**src/rtl/lock_output_ctrl.sv**
```systemverilog
module lock_output_ctrl #(
  parameter int CODE_W = 3,
  parameter int DIV_W  = 4
) (
  input  logic              clk,
  input  logic              rst_n,
  input  logic              pwr_en,
  input  logic              link_locked,
  input  logic              hiz_sel,
  input  logic [CODE_W-1:0] osc_code,
  input  logic              hold_strap,
  input  logic              hold_release,
  input  logic              hold_rearm,
  output logic              clk_oe,
  output logic [1:0]        clk_sel,
  output logic              data_oe,
  output logic              data_pass,
  output logic              lock_oe,
  output logic              lock_val,
  output logic              pass_oe,
  output logic              pass_val,
  output logic              osc_en,
  output logic [DIV_W-1:0]  osc_div
);
  localparam logic [1:0] CK_LOW = 2'd0, CK_REC = 2'd1, CK_OSC = 2'd2, CK_HOLD = 2'd3;
  localparam logic [CODE_W-1:0] CODE_TOP = {CODE_W{1'b1}};

  logic lock_q, rel_q, armed_q, armed_d;
  logic held, osc_on;
  logic [1:0] ck_tgt, ck_nxt;
  logic [DIV_W-1:0] div_d;

  wire lock_fall = lock_q & ~link_locked;
  wire rel_rise  = hold_release & ~rel_q;

  always_comb begin
    armed_d = armed_q;
    if (!pwr_en || lock_fall)                armed_d = 1'b1;
    else if (link_locked && hold_rearm)      armed_d = 1'b1;
    else if (link_locked && rel_rise)        armed_d = 1'b0;
  end

  assign held   = pwr_en & hold_strap & armed_d;
  assign osc_on = pwr_en & (osc_code != '0);
  assign div_d  = !osc_on ? '0 :
                  (osc_code == CODE_TOP) ? DIV_W'(2 ** CODE_W) : DIV_W'(osc_code);

  always_comb begin
    if (!pwr_en || held)  ck_tgt = CK_LOW;
    else if (link_locked) ck_tgt = CK_REC;
    else if (osc_on)      ck_tgt = CK_OSC;
    else                  ck_tgt = CK_LOW;
    if ((clk_sel == CK_REC && ck_tgt == CK_OSC) || (clk_sel == CK_OSC && ck_tgt == CK_REC))
      ck_nxt = CK_HOLD;
    else
      ck_nxt = ck_tgt;
  end

  wire park_hiz = !link_locked && !osc_on && hiz_sel && !held;

  always_ff @(posedge clk or negedge rst_n) begin
    if (!rst_n) begin
      lock_q    <= 1'b0;
      rel_q     <= 1'b0;
      armed_q   <= 1'b1;
      clk_oe    <= 1'b0;
      clk_sel   <= CK_LOW;
      data_oe   <= 1'b0;
      data_pass <= 1'b0;
      lock_oe   <= 1'b0;
      lock_val  <= 1'b0;
      pass_oe   <= 1'b0;
      pass_val  <= 1'b0;
      osc_en    <= 1'b0;
      osc_div   <= '0;
    end else begin
      lock_q    <= link_locked;
      rel_q     <= hold_release;
      armed_q   <= armed_d;
      clk_sel   <= ck_nxt;
      clk_oe    <= pwr_en && !park_hiz;
      data_oe   <= pwr_en && !park_hiz;
      data_pass <= pwr_en && link_locked && !held;
      lock_oe   <= pwr_en;
      lock_val  <= pwr_en && link_locked;
      pass_oe   <= pwr_en;
      pass_val  <= pwr_en && !held && (link_locked || osc_on);
      osc_en    <= osc_on;
      osc_div   <= div_d;
    end
  end
endmodule


```
**config.mk**
```make
export PLATFORM = sky130hd
export DESIGN_NAME = lock_output_ctrl
export DESIGN_NICKNAME = d
export VERILOG_FILES = /design/src/rtl/lock_output_ctrl.sv
export SDC_FILE = /design/constraint.sdc
export NUM_CORES = 1
export LEC_CHECK = 0
export ABC_AREA = 1
export BUFFER_PORTS_ARGS = -buffer_cell sky130_fd_sc_hd__buf_2
export CELL_PAD_IN_SITES_DETAIL_PLACEMENT = 1
export CELL_PAD_IN_SITES_GLOBAL_PLACEMENT = 1
export CORE_MARGIN = 5
export CORE_UTILIZATION = 29
export CTS_BUF_LIST = sky130_fd_sc_hd__clkbuf_16
export CTS_CLUSTER_DIAMETER = 60
export CTS_CLUSTER_SIZE = 30
export DETAILED_ROUTE_END_ITERATION = 7
export MAX_ROUTING_LAYER = met4
export PLACE_DENSITY = 0.67
export SYNTH_ARGS = -nofsm -noshare
export SYNTH_HDL_FRONTEND = slang
export SYNTH_SLANG_ARGS = --single-unit
```
**constraint.sdc**
```tcl
create_clock -name clk -period 1 [get_ports clk]
set_input_delay 0.2 -clock clk [delete_from_list [all_inputs] [get_ports clk]]
set_output_delay 0.2 -clock clk [all_outputs]
set_load 0.01 [all_outputs]
```
==> metrics.log <==
[metrics] cell class contributing the biggest share of worst-path delay: flip-flops
[metrics] antenna violations before repair: 0
[metrics] floorplan die width: 56.0 µm
[metrics] detailed placer's ending HPWL: approximately 1.1 mm
[metrics] DRC violation total after the first TritonRoute iteration: 9
[metrics] wire per inst: 12.1 µm
[metrics] complex-gate fraction of the synthesized area: 5.71%
[metrics] uppermost routed layer: met4
[metrics] max-slew violation total from the final report: 0
[metrics] first-pass GRT wire length: 2.46 mm
[metrics] placeable core region: approximately 2000 µm²
[metrics] cell taking the most area after synthesis: sky130_fd_sc_hd__dfrtp_1
[metrics] setup skew after layout: 1.24 ps
[metrics] adder-cell share of the synthesized area: 0%
[metrics] Net Count, Synth: 74
[metrics] Final period util: 105%
[metrics] number of vias in the routed layout: 500
[metrics] TritonCTS clock tree: built
[metrics] Crit path required time: 1160 ps
[metrics] CP Cell Sequence: o21ai_4 -> nand3_4 -> nand2_4 -> a21oi_1
[metrics] Post-Syn Area: 613 µm²
[metrics] Routed met1 length: 657 µm
[metrics] Yosys reg bits: 15
[metrics] Vias/cell: about 4.1
[metrics] share of layout cells above drive strength 1: a little under half
[metrics] routed wl met3: 100 µm
[metrics] io pins: 25
[metrics] slew of the pin with the lowest slew margin: 332 ps
[metrics] count of clock tree sinks: 15
[metrics] initial cell density of the core: 30.9%
[metrics] Netlist cell types: 14
[metrics] final critical delay including setup and external delays: 1050 ps
[metrics] max incr delay on CP: about 560 ps
[metrics] status: finished with violations
[metrics] Total Power: between 1500 and 2000 µW
[metrics] max cap viols: 0
[metrics] weighted congestion reported at the end of routability-driven placement: 0.761
[metrics] number of buffer and inverter instances along the worst setup path: 0
[metrics] vertical die dimension: 56.0 µm
[metrics] setup repair after global routing missed its margin: yes
[metrics] total die area: about 3100 µm²
[metrics] category of the worst setup path launch point: register
[metrics] worst path setup slack after routing: -46.8 ps
[metrics] Layout Area Growth over Synthesis: 46.9%
[metrics] root buffer cell: sky130_fd_sc_hd__clkbuf_16
[metrics] number of antenna diodes: 0
[metrics] mux cell area share after synthesis: 0%
[metrics] DP Area: ~780 µm²
[metrics] Total Nets Final: 107
[metrics] worst IR drop on VDD: around 960 µV
[metrics] detailed-routed wire length on met2: 692 µm
[metrics] areal power density over the cells: roughly 1800 nW/µm²
[metrics] Hold Crit Class: in -> reg
[metrics] area share of the largest cell type after synthesis: 57.1%
[metrics] aggregate global routing overflow: 0
[metrics] hold_ws: 84.5 ps
[metrics] number of iterations in the first detailed-routing pass: 2
[metrics] Total Routing Usage GR: 10.1%
[metrics] syn avg cell area: 9.73 µm²
[metrics] CP Data Arrival Time: 1210 ps
[metrics] Relative slew margins: ~80%
[metrics] number of buffers on the longest clock path: 2
[metrics] overall routed net length: 1.48 mm
[metrics] floorplan row count: 16
[metrics] share of synthesized area occupied by flip-flops and latches: 61.4%
[metrics] Fin. Hold Viols: 0
[metrics] via count of the first global-routing pass: 547
[metrics] CP max stage cell: sky130_fd_sc_hd__dfstp_2
[metrics] dominant combinational cell family by area after synthesis: simple AND/OR/NAND/NOR gates
[metrics] number of nets still failing antenna checks after routing: 0
[metrics] type of the worst setup path: reg -> reg
[metrics] quantity of I/O buffers inserted on ports: 24
[metrics] failing checks: negative setup slack
[metrics] cell area after layout: approximately 900 µm²
[metrics] Residual DRC: 0
[metrics] number of cells produced by synthesis: 63
[metrics] leakage power of the design: roughly 0.00053 µW
[metrics] maximum fanout count along the critical path: 5
[metrics] achievable clock frequency: 0.955 GHz
[metrics] type of destination of the critical path: register
[metrics] final setup violation count: 4
[metrics] number of synthesis warnings: 0
[metrics] largest cells by area after synthesis: sky130_fd_sc_hd__dfrtp_1 57%, sky130_fd_sc_hd__inv_1 9.2%, sky130_fd_sc_hd__nand2_1 8.0%, sky130_fd_sc_hd__dfstp_2 4.3%, sky130_fd_sc_hd__nand3_1 4.1%
[metrics] clock transition at the registers of the reported paths: 50 ps
[metrics] largest net degree at the start of global routing: 16
[metrics] final core area utilization: 45.5%
[metrics] post-synthesis xor/xnor area fraction: 0%
[metrics] CTS buffer count: 3
[metrics] simple-gate area share of the yosys netlist: 20.6%
[metrics] count of H-tree levels built during CTS: 1
[metrics] worst skew pair latency: 240 ps
where the power goes:
part           switching (µW)  internal [µW]
Combinational             113           76.5
Clock                     221            527
Sequential               13.5            642
Total                     348           1250
synth_stat cells, drive strengths merged:
| master | count |
|---|---|
| dfstp | 1 |
| nor3 | 1 |
| nor2 | 5 |
| nand2 | 14 |
| dfrtp | 14 |
| a21oi | 3 |
| inv | 16 |
| nand3 | 6 |
| buf | 2 |
| o21ai | 1 |
sequential cells by signal (all words and copies together) (netlist names):
name and flops:
armed_q 1, clk_sel 2, data_oe 1, data_pass 1, lock_q 1, lock_val 1, osc_div 4, osc_en 1
pass_oe 1, pass_val 1, rel_q 1
path summary, 6_finish.rpt:
path	startpoint	end	slack [ps]	cells past startpoint
worst max-delay path	armed_q	data_oe	-50	4
worst min-delay path	hold_release	rel_q	80	1
worst max register to register	armed_q	data_oe	-50	4
worst min register to register	clk_sel[1]	clk_sel[0]	560	3
max in group asynchronous	rst_n	armed_q	320	2
min in group asynchronous	rst_n	lock_q	390	2
worst reg2reg max path, delay by kind of cell (launching register included):
family	cells	cell delay, ps
AO/OA/AOI/OAI	2	220
flip-flops	1	560
AND/OR/NAND/NOR	2	190
layout make-up:
cell class	count	area, µm²
clock inverter	1	3.75
tap	27	33.8
multi-input combinational	30	184
fill	239	1080
clock buffer	3	75.1
inverter	16	60.1
sequential	15	377
timing repair buffer	30	168
per-layer routing:
| layer | vias up | GRT usage, % |
|---|---|---|
| met1 | 229 | 13.1 |
| met4 | 0 | 5.08 |
| met5 | - | - |
| met3 | 5 | 1.86 |
| li1 | 246 | - |
| met2 | 20 | 15.0 |
logic make-up after synthesis:
| family | count (synthesis) |
|---|---|
| and+or+nand+nor | 26 |
| buffers and inverters | 18 |
| DFF | 15 |
| AOI/OAI and AO/OA | 4 |
per-stage QoR:
stage	cells	TNS [ps]	worst slack, ps
floorplan	63	0	17.0
global placement	116	-4.36	-4.36
detailed placement	116	-101	-42.5
CTS	122	-132	-37.8
global route	122	-323	-76.5
finish	122	-159	-46.8
what timing repair did:
item | in CTS | in global routing
pin swaps | 0 | 5
gates resized for setup | 0 | 6
endpoints found under the hold margin | 14 | 0
endpoints found under the setup margin | 4 | 6
buffers inserted | 1 | 0
hold buffers | 1 | 0
cloned | 0 | 0
cell usage in the layout, fill, tap and decap left out:
| master | count |
|---|---|
| sky130_fd_sc_hd__nand2_1 | 8 |
| sky130_fd_sc_hd__a21oi_2 | 1 |
| sky130_fd_sc_hd__clkbuf_16 | 3 |
| sky130_fd_sc_hd__buf_2 | 24 |
| sky130_fd_sc_hd__nand3_1 | 3 |
| sky130_fd_sc_hd__dlygate4sd3_1 | 1 |
| sky130_fd_sc_hd__nor2_1 | 5 |
| sky130_fd_sc_hd__nand2_2 | 5 |
| sky130_fd_sc_hd__nand3_4 | 1 |
| sky130_fd_sc_hd__dfstp_2 | 1 |
| sky130_fd_sc_hd__nand3_2 | 2 |
| sky130_fd_sc_hd__inv_1 | 16 |
| sky130_fd_sc_hd__buf_4 | 5 |
| sky130_fd_sc_hd__inv_2 | 1 |
| sky130_fd_sc_hd__nand2_4 | 1 |
| sky130_fd_sc_hd__dfrtp_1 | 14 |
| sky130_fd_sc_hd__o21ai_4 | 1 |
| sky130_fd_sc_hd__nor3_1 | 1 |
| sky130_fd_sc_hd__a21oi_1 | 2 |
No activity file was read; power rests on OpenSTA's default activity.
